File: src/rtl/lpstk_pkg.sv
package lpstk_pkg;
  // Per-cycle stack action chosen by the control unit
  typedef enum logic [2:0] {
    ACT_IDLE,
    ACT_PUSH,
    ACT_DROP,
    ACT_SWAP,
    ACT_SAT
  } act_e;
endpackage

File: src/rtl/lpstk_ctrl.sv
module lpstk_ctrl
  import lpstk_pkg::*;
#(
  parameter int DEPTH = 6,
  parameter int PW    = $clog2(DEPTH + 1)
) (
  input  logic          clk,
  input  logic          rst_n,
  input  logic          push_i,
  input  logic          pop_i,
  input  logic          clr_i,
  output act_e          act_o,
  output logic [PW-1:0] ptr_o,
  output logic          ovf_o,
  output logic          empty_o
);
  localparam logic [PW-1:0] FULL = PW'(DEPTH);
  localparam logic [PW-1:0] ONE  = PW'(1);

  logic [PW-1:0] ptr_q;
  logic          ovf_q;
  logic          empty_q;
  act_e          act;

  // Priority: swap, saturate, push, drop
  always_comb begin
    if (push_i && pop_i && ptr_q != '0) act = ACT_SWAP;
    else if (push_i && ptr_q == FULL)   act = ACT_SAT;
    else if (push_i)                    act = ACT_PUSH;
    else if (pop_i && ptr_q != '0)      act = ACT_DROP;
    else                                act = ACT_IDLE;
  end

  always_ff @(posedge clk) begin
    if (!rst_n) begin
      ptr_q   <= '0;
      ovf_q   <= 1'b0;
      empty_q <= 1'b1;
    end else begin
      case (act)
        ACT_PUSH: ptr_q <= ptr_q + ONE;
        ACT_DROP: ptr_q <= ptr_q - ONE;
        default:  ptr_q <= ptr_q;
      endcase
      // set has priority over clear
      if (act == ACT_SAT)  ovf_q <= 1'b1;
      else if (clr_i)      ovf_q <= 1'b0;
      if (act == ACT_DROP && ptr_q == ONE) empty_q <= 1'b1;
      else if (clr_i)                      empty_q <= 1'b0;
    end
  end

  assign act_o   = act;
  assign ptr_o   = ptr_q;
  assign ovf_o   = ovf_q;
  assign empty_o = empty_q;
endmodule

File: src/rtl/lpstk_lane.sv
module lpstk_lane
  import lpstk_pkg::*;
#(
  parameter int DEPTH = 6,
  parameter int W     = 32,
  parameter int PW    = $clog2(DEPTH + 1)
) (
  input  logic          clk,
  input  act_e          act_i,
  input  logic [PW-1:0] ptr_i,
  input  logic [W-1:0]  push_d_i,
  input  logic          edit_i,
  input  logic [W-1:0]  edit_d_i,
  output logic [W-1:0]  top_o
);
  localparam int IW = $clog2(DEPTH);

  logic [W-1:0]  mem [DEPTH];
  logic [PW-1:0] top_ptr;
  logic [IW-1:0] top_idx;
  logic [IW-1:0] new_idx;
  logic          nonempty;

  assign nonempty = (ptr_i != '0);
  assign top_ptr  = ptr_i - PW'(1);
  assign top_idx  = top_ptr[IW-1:0];
  assign new_idx  = ptr_i[IW-1:0];

  always_ff @(posedge clk) begin
    case (act_i)
      ACT_PUSH: mem[new_idx] <= push_d_i;
      ACT_SWAP: mem[top_idx] <= push_d_i;
      ACT_IDLE: if (edit_i && nonempty) mem[top_idx] <= edit_d_i;
      default:  ;
    endcase
  end

  assign top_o = nonempty ? mem[top_idx] : '1;
endmodule

File: src/rtl/lpstk_top.sv
module lpstk_top
  import lpstk_pkg::*;
#(
  parameter int DEPTH = 6,
  parameter int AW    = 32,
  parameter int CW    = 32
) (
  input  logic          clk,
  input  logic          rst_n,
  input  logic          push_i,
  input  logic [AW-1:0] push_addr_i,
  input  logic [CW-1:0] push_cnt_i,
  input  logic          pop_i,
  input  logic          term_pop_i,
  input  logic          addr_wr_i,
  input  logic [AW-1:0] addr_wdata_i,
  input  logic          cnt_wr_i,
  input  logic [CW-1:0] cnt_wdata_i,
  input  logic          sticky_clr_i,
  input  logic          ovf_mask_i,
  output logic [AW-1:0] top_addr_o,
  output logic [CW-1:0] top_cnt_o,
  output logic          ovf_flag_o,
  output logic          empty_flag_o,
  output logic          ovf_irq_o
);
  localparam int PW = $clog2(DEPTH + 1);

  act_e          act;
  logic [PW-1:0] ptr_q;
  logic          pop_any;

  assign pop_any = pop_i | term_pop_i;

  lpstk_ctrl #(.DEPTH(DEPTH), .PW(PW)) u_ctrl (
    .clk     (clk),
    .rst_n   (rst_n),
    .push_i  (push_i),
    .pop_i   (pop_any),
    .clr_i   (sticky_clr_i),
    .act_o   (act),
    .ptr_o   (ptr_q),
    .ovf_o   (ovf_flag_o),
    .empty_o (empty_flag_o)
  );

  lpstk_lane #(.DEPTH(DEPTH), .W(AW), .PW(PW)) u_addr_lane (
    .clk      (clk),
    .act_i    (act),
    .ptr_i    (ptr_q),
    .push_d_i (push_addr_i),
    .edit_i   (addr_wr_i),
    .edit_d_i (addr_wdata_i),
    .top_o    (top_addr_o)
  );

  lpstk_lane #(.DEPTH(DEPTH), .W(CW), .PW(PW)) u_cnt_lane (
    .clk      (clk),
    .act_i    (act),
    .ptr_i    (ptr_q),
    .push_d_i (push_cnt_i),
    .edit_i   (cnt_wr_i),
    .edit_d_i (cnt_wdata_i),
    .top_o    (top_cnt_o)
  );

  assign ovf_irq_o = ovf_flag_o & ~ovf_mask_i;
endmodule

File: config.mk
export PLATFORM = sky130hd
export DESIGN_NAME = lpstk_top
export DESIGN_NICKNAME = d
export VERILOG_FILES = /design/src/rtl/lpstk_pkg.sv /design/src/rtl/lpstk_ctrl.sv /design/src/rtl/lpstk_lane.sv /design/src/rtl/lpstk_top.sv
export SDC_FILE = /design/constraint.sdc
export NUM_CORES = 1
export LEC_CHECK = 0
export BUFFER_PORTS_ARGS = -buffer_cell sky130_fd_sc_hd__buf_4
export CAP_MARGIN = 20
export CORE_UTILIZATION = 35
export DETAILED_ROUTE_END_ITERATION = 7
export PLACE_DENSITY = 0.63
export SLEW_MARGIN = 20
export SYNTH_ARGS = -nofsm -noshare
export SYNTH_HDL_FRONTEND = slang
export SYNTH_SLANG_ARGS = --single-unit
File: constraint.sdc
create_clock -name clk -period 5.64 [get_ports clk]
set_clock_uncertainty 0.2 [all_clocks]
set_input_delay 1.41 -clock clk [delete_from_list [all_inputs] [get_ports clk]]
set_output_delay 1.41 -clock clk [all_outputs]
set_load 0.05 [all_outputs]
==> Word-level counts from Yosys, hierarchy flattened <==
Memories as Yosys holds them, arrays and structs flattened.
Cells that the tools add are included.
{ "word_totals": {"regBits": 5, "ram_bits": 384, "input_bits": 137, "out_inout_bits": 67, "elab_cells": 60, "n_memories": 2} }
{ "mem_list": {"columns": ["name", "depth", "width", "rd", "rd_ports_with_merged_regs", "wr", "line_no", "source"], "rows": [
  ["u_addr_lane.mem", 6, 32, 1, 0, 1, "lpstk_lane.sv:18", "logic [W-1:0] mem [DEPTH];"],
  ["u_cnt_lane.mem", 6, 32, 1, 0, 1, "lpstk_lane.sv:18", null]
]} }
{ "op_classes": {"addsub": 2, "n_eq_ne": 6, "n_mux": 27, "bitwise": 6, "reduce_logical": 14} }
{ "ops": {"columns": ["op", "count"], "rows": [
  ["2-to-1 mux 32 bit", 6],
  ["OR reduction 32 bit", 2],
  ["2-to-1 mux 3 bit", 5],
  ["2-to-1 mux 1 bit", 14],
  ["logical AND 1 bit", 7],
  ["== test 3 x 1 -> 1 bit, second input constant", 2],
  ["== test 3 x 2 -> 1 bit, second input constant", 2],
  ["== test 3 bit, second input constant", 2],
  ["one-hot mux 3 bit (2 select lines)", 1],
  ["nonzero test 2 bit", 2],
  ["adder 3 x 1 -> 3 bit, second input constant", 1],
  ["zero test 3 bit", 1],
  ["bitwise OR 1 bit", 3],
  ["nonzero test 3 bit", 1],
  ["subtractor 3 x 1 -> 3 bit, second input constant", 1],
  ["2-to-1 mux 2 bit", 1],
  ["NOT 1 bit", 2],
  ["OR reduction 2 bit", 1],
  ["AND 1 bit", 1]
]} }

==> Logic depth before layout (Yosys ltp) <==
Gate-level depths: netlist (run 1).
{ "logic_depth": {"word_depth": 12, "depth_mapped": 11, "depth_no_buf": 6} }

==> Modules after synthesis <==
Synthesis (run 1) repeated with hierarchy kept, for this count alone.
{ "hier_totals": {"cells_unflattened": 939, "hier_area_um2": 16477.1} }
{ "by_module_without_submodules": {"columns": ["mod", "instances", "cells_each", "area_each_um2", "seq_area_each_um2"], "rows": [
  ["lpstk_lane (u_cnt_lane)", 1, 451, 8147.8, 5765.5],
  ["lpstk_lane (u_addr_lane)", 1, 446, 7948.9, 5765.5],
  ["lpstk_ctrl", 1, 40, 367.9, 100.1],
  ["lpstk_top", 1, 2, 12.5, 0.0]
]} }

==> Worst setup path before layout (run 1) <==
OpenSTA, ideal clock, no wires.
{ "synth_path": {"kind": "input to register", "startpoint": "in push_i", "endpoint": "mem u_addr_lane.mem[2][0] (enable)", "setup_ns": 0.470, "t_arrival_ns": 4.530, "required_time_ns": 4.970, "slack_ns": 0.441, "stages": 4, "n_path_buf": 0, "path_cell_list": "nor3_4 > a21oi_1 > or2_1 > o31ai_1"} }
{ "synth_via": {"elab_chain_len": 9, "elab_cells_between_ends": 19, "classes_between": "2 x eq/ne; 11 x mux; 1 x bitwise; 5 x reduce/logical"} }
{ "synth_lines": {"columns": ["element", "line_no", "source"], "rows": [
  ["start, declared", "lpstk_top.sv:10", "input logic push_i,"],
  ["2-to-1 mux 3 bit (tied with other cells)", "lpstk_ctrl.sv:29", "else if (push_i) act = ACT_PUSH;"],
  ["2-to-1 mux 3 bit / logical AND 1 bit (equally long branches)", "lpstk_ctrl.sv:28, lpstk_ctrl.sv:27", null],
  ["2-to-1 mux 3 bit *", "lpstk_ctrl.sv:27", "if (push_i && pop_i && ptr_q != '0) act = ACT_SWAP;"],
  ["== test 3 x 2 -> 1 bit / zero test 3 bit (equally long branches)", "lpstk_lane.sv:30", "case (act_i)"],
  ["2-to-1 mux 1 bit", "lpstk_lane.sv:30", null],
  ["2-to-1 mux 1 bit (on tied branches)", "lpstk_lane.sv:32, lpstk_lane.sv:33", null],
  ["bitwise OR 1 bit (no line)", null, null],
  ["OR reduction 32 bit (no line)", null, null],
  ["2-to-1 mux 3 bit (no line) / 2-to-1 mux 1 bit (equally long branches)", null, null],
  ["end, declared", "lpstk_lane.sv:18", null]
]} }
Every way passes the cells marked *; elsewhere a longest branch is shown, timed or not.

==> Worst setup path after layout (run 1) <==
{ "layout_path": {"startpoint": "reg u_ctrl.ptr_q[0] (netlist: u_ctrl.ptr_o[0])", "endpoint": "out top_addr_o[18]"} }
{ "layout_via": {"elab_chain_len": 3, "elab_cells_between_ends": 4, "classes_between": "1 x add/sub; 1 x mux; 1 x reduce/logical; 1 x memory"} }
{ "layout_lines": {"columns": ["element", "line_no", "source"], "rows": [
  ["start, declared", "lpstk_ctrl.sv:20", "logic [PW-1:0] ptr_q;"],
  ["start signal, assigned", "lpstk_ctrl.sv:41", "ACT_PUSH: ptr_q <= ptr_q + ONE;"],
  ["start signal, assigned", "lpstk_ctrl.sv:42", "ACT_DROP: ptr_q <= ptr_q - ONE;"],
  ["start signal, assigned", "lpstk_ctrl.sv:43", "default: ptr_q <= ptr_q;"],
  ["subtractor 3 x 1 -> 3 bit", "lpstk_lane.sv:25", "assign top_ptr = ptr_i - PW'(1);"],
  ["memory read (6 x 32 bit)", null, null],
  ["2-to-1 mux 32 bit *", "lpstk_lane.sv:38", "assign top_o = nonempty ? mem[top_idx] : '1;"],
  ["end, declared", "lpstk_top.sv:21", "output logic [AW-1:0] top_addr_o,"]
]} }
Marked as above.

==> out/results.txt, run 1 <==
Setup violations remaining at the end of the flow were counted as 0. The run finished with clean final reports. The number of slew-limit violations in the final report was 0. The total number of vias is 8567, and the number of global-route vias before repair is 8924. Clock tree synthesis inserted a total of 41 buffers.

The max-slew headroom at the worst pin is 0.332, and the share of the cycle needed by the critical path after routing is 0.883. In this run the mean area of a mapped cell was 17.9 um^2. Across the run, the number of max-cap violations was 0.

The reg-to-reg critical path endpoint is u_addr_lane.mem[4][22]. At the end of routability-driven placement, the weighted congestion stood at 0.733. The die extent in y was 217 um. The tightest hold path in the finished design has a slack of 0.293 ns. For this run, the number of standard cells in the final layout without fillers is 1748.

Type of the most critical hold path: flop to flop. The H-tree depth was 2. The number of antenna violations at the first check in global routing was 2. For the total standard cell area after synthesis, the log shows 0.0163 mm^2. Counting every net in the synthesized netlist gives 1049. The layout overhead on the synthesized area was 21.6%; the count of buffers added by post-CTS timing repair for setup was 0. The run gives 0 as the number of diodes added for antenna fixing.

The first global-routing pass estimated 52700 um of wire. Setup total negative slack on the finished layout was measured at 0 ns. Setup slack on the worst reg-to-reg path comes out at 1.52 ns.

In this run, synthesis inferred 384 flip-flops with an integrated enable. The synthesized netlist contains 46 unique library cells. Synthesis produced a netlist whose cell count is 907.

The area inside the core boundary was 0.0456 mm^2; the maximum vdd ir drop was 0.555 mV. The layout has 4022 filler cells. Entering global routing, the biggest net connects 70 pins. The hold violation count in the final report was 0; the top-level port count was 204. The worst-margin pin slew was 0.998 ns; the count of clock tree sinks was 389. In this run the worst setup path begins at u_ctrl.ptr_o[0].

The power per unit of standard cell area is 624 mW/mm^2, and the remaining antenna violation count is 0. Once placement finished, the instance area stood at 0.0185 mm^2. The primary flip-flop cell chosen by synthesis mapping is sky130_fd_sc_hd__edfxtp_1. The logs give 3 for the maximum clock insertion buffer count and 0 for the residual DRC count. The share of cells above drive strength 1 was 0.372. The kind of end point of the critical path is an output pin. The DRC marker count from the first detailed-route iteration is 546, and the share of the synthesized area in the top cell type is 0.710. The share of flip-flops with an asynchronous set or reset is 0.

The signal on the critical path passes through inv_4 > ha_4 > buf_16 > mux4_2 > o21ai_0 > nand2_1 > buf_4. By area the synthesized netlist is led by sky130_fd_sc_hd__edfxtp_1 (71%), sky130_fd_sc_hd__mux4_2 (8.9%), sky130_fd_sc_hd__mux2i_1 (4.0%). The final design utilization was 0.433; the cell area after layout was 0.0198 mm^2. The startpoint identified for the worst register-to-register timing path is u_ctrl.ptr_o[0]. In this run the horizontal extent of the chip is 217 um. Buffers placed on the I/O ports in this run total 203. Dividing the detail-routed via count by the number of cells gives 4.90. The run gives 3.37 ns as the data arrival at the endpoint of the critical path. The run gives 0.0473 mm^2 as the total die area. The startpoint type of the worst setup path was a flop.

On the critical path, the stage with the largest delay is an instance of sky130_fd_sc_hd__dfxtp_4. The flip-flop and latch count after synthesis was 389; the number of placed instances with taps included was 1676. The hold-fix buffer count after cts is 0, and the overflow left after global routing is 0. Startpoint of the lowest-slack hold path: u_ctrl.empty_o. After clock tree synthesis, the clock-pin slew on the worst setup and hold paths is 0.06 ns. The clock period minus worst slack works out to 4.98 ns.

The sequential cells in the finished layout cover a total of 0.0116 mm^2. The maximum fanout along the worst path works out to 39. The overall track demand over capacity in global routing was 0.148. Category of the most critical setup path: flop to output pin.

The wire-length estimate of the detail-placed layout is 20100 um. Total power for the finished layout comes to 12.3 mW. Summed over all instances, the cell type with the most area after synthesis is sky130_fd_sc_hd__edfxtp_1.

Before CTS, the worst setup slack after placement is 0.920 ns. Setup slack closes at 0.660 ns. The area used by multi-input combinational logic is 0.00446 mm^2. The source-to-sink clock delay at the later pin of the worst-skew pair came out at 0.53 ns. Before antenna repair, the detailed router went through 7 iterations. The number of cells on the worst reg-to-reg path is 7. The tools report the final routed wirelength across all metal layers as 34500 um. TritonCTS built the clock tree. The worst endpoint required time is 4.03 ns, and the biggest cell delay along the critical path is 0.68 ns.

Setup repair after global routing left no endpoint under its margin. CTS placed an instance of sky130_fd_sc_hd__clkbuf_16 at the clock tree root. For this run, the top clock speed supported by timing is 201 MHz. The analysis attributes to cell leakage a power of 6.80 nW.

The floorplan has 78 rows. In the final design database the tool counted 1262 nets. Gates resized during post-CTS repair numbered 0.

For the count of synthesis-stage warnings from yosys, the log shows 0. The effective utilization at floorplan was 0.357. The per-cell routed wire length is 19.8 um, and the share of synthesized area occupied by flip-flops and latches is 0.716.

The termination of the worst setup path was top_addr_o[18].
-- placed cells by master (no fill, tap or decap), types with 4 or more instances in the layout --
cell,Yosys,routed
sky130_fd_sc_hd__clkbuf_16,0,41
sky130_fd_sc_hd__mux2_2,32,32
sky130_fd_sc_hd__o21ai_4,0,5
sky130_fd_sc_hd__nand2b_1,4,4
sky130_fd_sc_hd__o21ai_1,43,39
sky130_fd_sc_hd__nand3_1,7,7
sky130_fd_sc_hd__mux2_4,30,30
sky130_fd_sc_hd__or3_1,4,4
sky130_fd_sc_hd__buf_4,12,221
sky130_fd_sc_hd__clkinv_1,0,9
sky130_fd_sc_hd__edfxtp_1,384,384
sky130_fd_sc_hd__clkbuf_1,20,9
sky130_fd_sc_hd__mux4_2,64,64
sky130_fd_sc_hd__dfxtp_1,5,4
sky130_fd_sc_hd__nor2_1,4,4
sky130_fd_sc_hd__nand2_1,133,133
sky130_fd_sc_hd__a21oi_1,6,6
sky130_fd_sc_hd__ha_1,5,4
sky130_fd_sc_hd__mux2i_1,65,65
sky130_fd_sc_hd__nor2b_1,4,4
sky130_fd_sc_hd__clkinv_2,0,8
sky130_fd_sc_hd__o21ai_0,28,27
-- logic make-up after synthesis --
group,count (synthesis),share of synthesized area
simple gates,170,0.0463
mux,193,0.180
xor+xnor,1,0.000539
compound gates,93,0.0323
buf+inv,56,0.0213
flops,389,0.716
fa+ha+maj,5,0.00385
-- routing by layer --
metal / track usage / up-vias / part of all wire
met5: 0 / - / 0.00090
met4: 0.0387 / 4 / 0.020
met3: 0.0283 / 59 / 0.058
met2: 0.250 / 272 / 0.49
met1: 0.194 / 4257 / 0.43
li1: - / 3975 / -
-- worst max-delay path, delay by kind of cell, from the launching register on --
kind | cells | cell delay (ns)
buffers and inverters | 3 | 0.71
flip-flops | 1 | 0.68
adder cells (fa/ha/maj) | 1 | 0.65
multiplexers | 1 | 0.33
AO/OA/AOI/OAI | 1 | 0.30
AND/OR/NAND/NOR | 1 | 0.10
-- report_power, final --
part | switching (mW) | internal [mW] | leakage, nW
logic | 4.01 | 1.92 | 2.67
clock network | 1.03 | 1.42 | 0.594
registers | 0.157 | 3.78 | 3.53
-- final cells by class --
cell class / count / share of cell area
clock inverter: 21 / 0.00760
timing repair buffer: 222 / 0.0854
clock buffer: 50 / 0.0536
sequential: 389 / 0.589
tap: 600 / 0.0380
inverter: 4 / 0.000887
multi-input combinational: 462 / 0.226
-- synthesized netlist by cell type (2+ instances only) --
master                       n
sky130_fd_sc_hd__nand2b_1    4
sky130_fd_sc_hd__clkbuf_1   20
sky130_fd_sc_hd__o31ai_1     2
sky130_fd_sc_hd__or2_2       2
sky130_fd_sc_hd__buf_4      12
sky130_fd_sc_hd__o22ai_1     3
sky130_fd_sc_hd__buf_2      10
sky130_fd_sc_hd__or3_1       4
sky130_fd_sc_hd__dfxtp_1     5
sky130_fd_sc_hd__mux2_4     30
sky130_fd_sc_hd__nor3b_1     2
sky130_fd_sc_hd__nand2_1   133
sky130_fd_sc_hd__o21ai_1    43
sky130_fd_sc_hd__nor2b_1     4
sky130_fd_sc_hd__mux2_1      2
sky130_fd_sc_hd__mux4_2     64
sky130_fd_sc_hd__edfxtp_1  384
sky130_fd_sc_hd__ha_1        5
sky130_fd_sc_hd__mux2i_1    65
sky130_fd_sc_hd__o21ai_0    28
sky130_fd_sc_hd__buf_6      10
sky130_fd_sc_hd__nand3_4     2
sky130_fd_sc_hd__nor3_1      3
sky130_fd_sc_hd__inv_1       3
sky130_fd_sc_hd__nor2_1      4
sky130_fd_sc_hd__nand3_1     7
sky130_fd_sc_hd__mux2_2     32
sky130_fd_sc_hd__a21oi_1     6
-- worst min path at each step --
stage | end | slack, ns | cells after the start
floorplan | u_ctrl.ptr_o[1] | 0.39 | 2
global placement | u_ctrl.empty_o | 0.29 | 2
detailed placement | u_ctrl.empty_o | 0.30 | 2
CTS | u_ctrl.empty_o | 0.31 | 2
global route | u_ctrl.ovf_o | 0.35 | 2
finish | u_ctrl.empty_o | 0.29 | 2
-- state kept, by name, indices dropped and copies added, names as in the netlist --
| register | count |
|---|---|
| u_ctrl.empty_o | 1 |
| u_addr_lane.mem | 192 |
| u_ctrl.ptr_o | 3 |
| u_cnt_lane.mem | 192 |
| u_ctrl.ovf_o | 1 |
Power figures use the tool's default switching activity.
==> run 2, diff against run 1 <==
Settings changed: CORE_ASPECT_RATIO set to 1.5.
==> run 2 against run 1 <==
Against the previous run:
- sequential cell count unchanged
- sequential share of layout area is 0.16 points lower
- register-to-register slack lost 0.05 ns
- worst setup slack better by 0.016 ns
- hold slack got worse by 0.00080 ns
- critical path type unchanged
- non-clock buffer count decreased by 2
- maximum frequency increased by 0.31%
- highest routed layer is now met4
- clock power is 5% higher
- count of clock-buffer cells in the layout stayed put
- largest cell class unchanged
- first-iteration DRC count down 28%
- via count decreased by 0.28%
==> out/results.txt, run 2 (synthesized netlist as in run 1, its figures left out) <==
The worst setup path is of the flop to output pin kind. In the layout the commonest cells are sky130_fd_sc_hd__edfxtp_1 (384), sky130_fd_sc_hd__buf_4 (218), sky130_fd_sc_hd__nand2_1 (133), sky130_fd_sc_hd__mux2i_1 (65), sky130_fd_sc_hd__mux4_2 (64). The run gives 3 (unchanged) as the maximum clock insertion buffer count. The logs give 0 (unchanged) for the overflow left after global routing and 0 ns (unchanged) for the sum of negative setup slack. The share of cells above drive strength 1 works out to 0.374 (+0.00239).

In this run the most critical hold path is launched from u_ctrl.empty_o. The logs give 0 (unchanged) for the number of slew-limit violations in the final report and 389 (unchanged) for the count of clock tree sinks. The run gives 0.150 (+0.00224) as the overall track demand over capacity in global routing. The clock period minus worst slack came out at 4.96 ns (-0.0155 ns). Max-cap violation count: 0 (unchanged). The tools report the worst reg2reg path startpoint as u_ctrl.ptr_o[1]. TritonCTS built the clock tree.

The tools report the final routed wirelength across all metal layers as 35000 um (+1.4%). The cell count of the worst hold path was 2 (unchanged). The kind of end point of the critical path is an output pin. The logs give 9166 (+2.7%) for the number of global-route vias before repair and 0.00446 mm^2 (unchanged) for the area used by multi-input combinational logic. Total die area: 0.0473 mm^2 (about the same).

The run gives 0.745 (+1.7%) as the placer congestion estimate. The total number of vias is 8543 (-0.28%), and the clock-pin transition on the worst setup and hold timing paths is 0.06 ns (about the same). The run gives 6.81 nW (+0.17%) as the static leakage.

The number of gates resized after CTS was 0 (unchanged); the max-slew headroom at the worst pin was 0.347 (+0.0152). The flow ran to the end, and the final reports show no timing, DRC or antenna violations. The source-to-sink clock delay at the later pin of the worst-skew pair was 0.52 ns (about the same); the power per unit of standard cell area was 630 mW/mm^2 (+0.89%). The logs give 0 (unchanged) for the count of buffers added by post-CTS timing repair for setup and 53300 um (+1.2%) for the wire length of the first global-routing pass. The residual DRC count was 0 (unchanged); the number of cells on the worst reg-to-reg path was 6 (-1). The die extent in y works out to 266 um (+22%). The maximum vdd ir drop is 0.500 mV (-9.8%). The worst endpoint required time came out at 4.03 ns (about the same). The run gives 0.0198 mm^2 (+0.27%) as the cell area after layout. The run gives 4 (-3) as the detailed-router iteration count before antenna repair. The effective utilization at floorplan is 0.355 (-0.00146). For the hold violation count in the final report, the log shows 0 (unchanged). The share of the cycle needed by the critical path after routing works out to 0.880 (-0.00276).

The tools report the critical path launch point as u_ctrl.ptr_o[0]. The tools report the H-tree depth as 2 (unchanged). The per-cell routed wire length is 20.2 um (+2.2%), and the per-cell via count in the routed design is 4.93 (+0.52%).

The tools report the endpoint of the worst hold path as u_ctrl.empty_o. The sum of net half-perimeters after detailed placement was 20600 um (+2.2%). The data arrival at the endpoint of the critical path was 3.35 ns (-0.02 ns); the worst reg-to-reg setup slack was 1.47 ns (-0.05 ns). The number of buffer cells added on primary ports works out to 203 (unchanged).

Fill cell total of the finished layout: 4034 (+0.30%). DRC marker count from the first detailed-route iteration: 394 (-28%). The total chip power is 12.5 mW (+1.2%). The worst-margin pin slew came out at 0.979 ns (-0.0191 ns). The remaining antenna violation count came out at 0 (unchanged). The type of the most critical hold path was flop to flop. The run gives 0.0116 mm^2 (unchanged) as the sequential standard cell area. Setup repair after global routing left no endpoint under its margin. Startpoint type of the worst setup path: a flop.

The number of placed instances with taps included was 1663 (-0.78%); the number of non-filler instances in the completed layout was 1734 (-0.80%). Fmax: 201 MHz (+0.31%). The worst register-to-register path ends at u_addr_lane.mem[4][0].

The tools report the number of antenna violations at the first check in global routing as 0 (-2). The run gives 40 (-2.4%) as the TritonCTS buffer count. The top-level port count was 204 (unchanged). The maximum fanout along the worst path was 112 (+190%); the count of nets after finishing was 1259 (-0.24%). The tools report the number of diodes added for antenna fixing as 0 (unchanged).

The run gives 0 (unchanged) as the hold-fix buffer count after cts. The buffer cell driving the clock tree root is sky130_fd_sc_hd__clkbuf_16. The pin count of the biggest net entering global routing is 129 (+84%), and the number of rows created at floorplan is 96 (+23%). The post-placement cell area is 0.0185 mm^2 (about the same). The die boundary width is 178 um (-18%), and the layout overhead on the synthesized area is 21.9%. For the area inside the core boundary, the log shows 0.0458 mm^2 (+0.41%). Most common cell after layout, fill and taps aside: sky130_fd_sc_hd__edfxtp_1. Final setup violation count: 0 (unchanged).
## run 2: changes by cell type in the layout (fill, tap and decap cells not counted), sizes merged
cell      change
clkinv        -7
buf           -2
clkinvlp      +3
bufinv        +2
inv           +2
## run 2: worst max-delay path: stages, from the launching register on
cell and delay (ns):
sky130_fd_sc_hd__dfxtp_4 0.35, sky130_fd_sc_hd__buf_4 0.43, sky130_fd_sc_hd__buf_12 0.69, sky130_fd_sc_hd__mux4_2 0.60
sky130_fd_sc_hd__o21ai_1 0.24, sky130_fd_sc_hd__nand2_1 0.10, sky130_fd_sc_hd__buf_4 0.24
## run 2: how the worst max path moves through the flow
stage                            end  slack, ns  cells after the start
6_report                top_cnt_o[7]       0.68                      6
5_1_grt                top_addr_o[4]       0.47                      6
4_1_cts                top_addr_o[4]       0.56                      6
3_5_place_dp           top_addr_o[4]       1.13                      6
3_3_place_gp           top_addr_o[1]       1.17                      6
2_1_floorplan  u_addr_lane.mem[2][0]       0.44                      4
## run 2: metal layers
layer / wire, um / track usage / up-vias
met5: 0 / 0 / -
met4: 636 / 0.0404 / 0
met3: 1280 / 0.0227 / 47
met2: 19700 / 0.290 / 199
met1: 13400 / 0.167 / 4313
li1: - / - / 3984
## run 2: report_power, final
group / internal, mW / switching [mW] / leakage (nW)
Combinational: 1.92 / 4.07 / 2.66
Sequential: 3.78 / 0.110 / 3.53
Clock: 1.52 / 1.06 / 0.614
Total: 7.23 / 5.24 / 6.81
## run 2: final cells by class
cell class	instances	area share
inverters	4	0.000884
flip-flops and latches	389	0.587
clock inverters	21	0.0115
repair buffers	220	0.0846
well taps	588	0.0371
clock buffers	50	0.0535
multi-input cells	462	0.225
## run 2: stage by stage
stage	util	worst slack [ns]	hold slack, ns
detailed placement	0.405	1.13	0.282
finish	0.433	0.675	0.292
global placement	0.405	1.17	0.281
CTS	0.433	0.558	0.298
floorplan	-	0.441	0.388
global route	0.433	0.470	0.340
==> run 3, diff against run 2 <==
Clock period 5.64 ns to 6.4 ns, I/O delays scaled along.
==> run 3 against run 2 <==
Against the previous run:
- count of clock-buffer cells in the layout is 2 lower
- combinational power is 13% lower
- non-clock buffer count stayed put
- clock power is 18% lower
- register-to-register slack better by 0.77 ns
- core utilization is 0.29 points lower
- routed wire length is 1.8% lower
- via count is 0.49% higher
- worst setup slack better by 0.18 ns
==> out/results.txt, run 3 (synthesized netlist as in run 1, its figures left out) <==
The run gives 39 (-2.5%) as the TritonCTS buffer count. The number of buffers and inverters on the critical path was 3 (unchanged); the clock period minus worst slack was 5.54 ns. The data arrival at the endpoint of the critical path was 3.74 ns (+0.39 ns). The detailed-router iteration count before antenna repair was 6 (+2). Most used routing layer: met2.

The met3 track utilization from global routing came out at 0.0213 (-0.00143). The maximum fanout along the worst path was 45 (-60%). The worst setup path is launched from a flop. The signal on the critical path passes through buf_4 > buf_4 > mux4_2 > o21ai_0 > nand2_1 > buf_4. The sequential standard cell area is 0.0116 mm^2 (unchanged). The run finished with clean final reports. The per-cell via count in the routed design came out at 4.97 (+0.78%). The number of slew-limit violations in the final report came out at 0 (unchanged).

The run gives 1663 (unchanged) as the number of placed instances with taps included. The hold-fix buffer count after cts is 0 (unchanged). Setup repair after global routing left no endpoint under its margin. The count of buffers added by post-CTS timing repair for setup is 0 (unchanged). The cell that appears most often on the critical path is sky130_fd_sc_hd__buf_4. The number of diodes added for antenna fixing was 0 (unchanged).

The power per unit of standard cell area was 548 mW/mm^2 (-13%); the area used by multi-input combinational logic was 0.00446 mm^2 (unchanged). The run gives 0.311 (-0.0365) as the max-slew headroom at the worst pin. The number of buffer cells added on primary ports is 203 (unchanged), and the share of the cycle needed by the critical path after routing is 0.866.

The number of non-filler instances in the completed layout is 1729 (-0.29%). Minimum setup slack in the final design: 0.858 ns (+0.183 ns). The buffer cell driving the clock tree root was sky130_fd_sc_hd__clkbuf_16. The fill cell total of the finished layout came out at 4057 (+0.57%). The run gives 4.60 ns (+0.57 ns) as the worst endpoint required time.

The logs give 0 (unchanged) for the overflow left after global routing and 0 (unchanged) for the residual DRC count. The worst hold path belongs to the class flop to flop. The top-level port count was 204 (unchanged); the total die area was 0.0473 mm^2 (unchanged). The max-cap violation count came out at 0 (unchanged). The count of nets after finishing is 1258 (-0.079%). The final setup violation count was 0 (unchanged); the clock-pin transition on the worst setup and hold timing paths was 0.06 ns (about the same). The sum of net half-perimeters after detailed placement is 21000 um (+2.2%), and the pin count of the biggest net entering global routing is 129 (unchanged).

The die extent in y is 266 um (unchanged). The library cell used most frequently in the layout, excluding fill and tap cells, is sky130_fd_sc_hd__edfxtp_1. By startpoint and endpoint, the worst setup path is classified as flop to output pin. The remaining antenna violation count is 0 (unchanged). The worst-margin pin slew was 1.03 ns (+0.0548 ns). Based on the critical path, the design can be clocked at up to 180 MHz. Relative to the synthesized area, the layout overhead comes to 21.1%. The gate family responsible for the most delay along the worst path was buffers and inverters.

For the H-tree depth, the log shows 2 (unchanged). The tools report the kind of end point of the critical path as an output pin. The logs give 0.355 (unchanged) for the effective utilization at floorplan and 477 (+21%) for the DRC marker count from the first detailed-route iteration.

The number of gates on the worst path with buffers counted works out to 6 (unchanged). The number of cells on the worst reg-to-reg path works out to 6 (unchanged). The met2 demand-to-capacity share in global routing is 0.284 (-0.00599), and the placer congestion estimate is 0.762 (+2.3%).

The global routing met1 resource utilization was 0.163 (-0.00414); the number of antenna violations at the first check in global routing was 0 (unchanged). The number of gates resized after CTS was 0 (unchanged); the per-cell routed wire length was 19.9 um (-1.5%). The static leakage is 6.76 nW (-0.73%), and the maximum clock insertion buffer count is 3 (unchanged). The cell with the largest stage delay on the worst path was sky130_fd_sc_hd__buf_4. The number of global-route vias before repair is 9074 (-1.0%). The number of rows created at floorplan was 96 (unchanged); the worst setup slack before clock tree synthesis was 1.26 ns (+0.132 ns).

The die boundary width is 178 um (unchanged). The cell count of the worst hold path was 2 (unchanged). TritonCTS built the clock tree. Share of cells above drive strength 1: 0.371 (-0.00362).

The run gives 389 (unchanged) as the count of clock tree sinks. The tools report the final routed wirelength across all metal layers as 34400 um (-1.8%). The wire length of the first global-routing pass is 52100 um (-2.2%), and the overall track demand over capacity in global routing is 0.147 (-0.00280).

The biggest cell delay along the critical path works out to 0.70 ns (about the same). The run gives 0 (unchanged) as the hold violation count in the final report. The logs give 0.413 mV (-18%) for the maximum vdd ir drop and 8585 (+0.49%) for the total number of vias. Area inside the core boundary: 0.0458 mm^2 (unchanged). The run gives 0.53 ns (about the same) as the source-to-sink clock delay at the later pin of the worst-skew pair. The library cells used most frequently in the layout, excluding fill and tap cells, are sky130_fd_sc_hd__edfxtp_1 (384), sky130_fd_sc_hd__buf_4 (219), sky130_fd_sc_hd__nand2_1 (133), sky130_fd_sc_hd__mux2i_1 (65), sky130_fd_sc_hd__mux4_2 (64).

The tools report the sum of negative setup slack as 0 ns (unchanged). The total chip power was 10.8 mW (-14%).
==> run 3: cell types whose count changed in the layout (fill, tap and decap cells not counted), sizes merged <==
| cell | delta |
|---|---|
| inv | -2 |
| bufinv | -3 |
| clkbuf | -2 |
| clkinv | +4 |
| clkinvlp | -2 |
==> run 3: path summary, 6_finish.rpt <==
path | end | slack, ns | startpoint
setup / recovery | top_cnt_o[30] | 0.86 | u_ctrl.ptr_o[0]
hold / removal | u_ctrl.empty_o | 0.29 | u_ctrl.empty_o
setup reg to reg | u_addr_lane.mem[5][16] | 2.24 | u_ctrl.ptr_o[0]
hold reg to reg | u_ctrl.empty_o | 0.29 | u_ctrl.empty_o
==> run 3: metal layers <==
metal	wire (um)	up-vias
met5	0	-
met2	19300	206
met1	13100	4361
li1	-	3965
met3	1300	53
met4	750	0
==> run 3: power breakdown <==
| part | total [mW] | internal (mW) | switching (mW) | leakage [nW] |
|---|---|---|---|---|
| Combinational | 5.20 | 1.68 | 3.52 | 2.66 |
| Clock | 2.12 | 1.20 | 0.918 | 0.568 |
| Sequential | 3.46 | 3.33 | 0.125 | 3.53 |
==> run 3: final cells by class <==
type                    instances  area share
multi-input cells             462       0.226
flip-flops and latches        389       0.591
well taps                     588      0.0374
inverters                       4    0.000890
repair buffers                220      0.0846
clock buffers                  48      0.0535
clock inverters                18     0.00579
==> run 3: worst reg2reg max path, delay by kind of cell (launching register included) <==
kind	cells	cell delay (ns)
fa+ha+maj	1	0.82
buf+inv	2	0.53
flops	1	0.57
simple gates	1	0.47
compound gates	2	1.25
==> run 3: through the flow <==
| stage | cell area (um^2) | util | hold slack [ns] |
|---|---|---|---|
| 2_1_floorplan | 16300 | - | 0.388 |
| 3_3_place_gp | 18500 | 0.404 | 0.284 |
| 3_5_place_dp | 18500 | 0.404 | 0.283 |
| 4_1_cts | 19700 | 0.430 | 0.302 |
| 5_1_grt | 19700 | 0.430 | 0.337 |
| 6_report | 19700 | 0.430 | 0.293 |
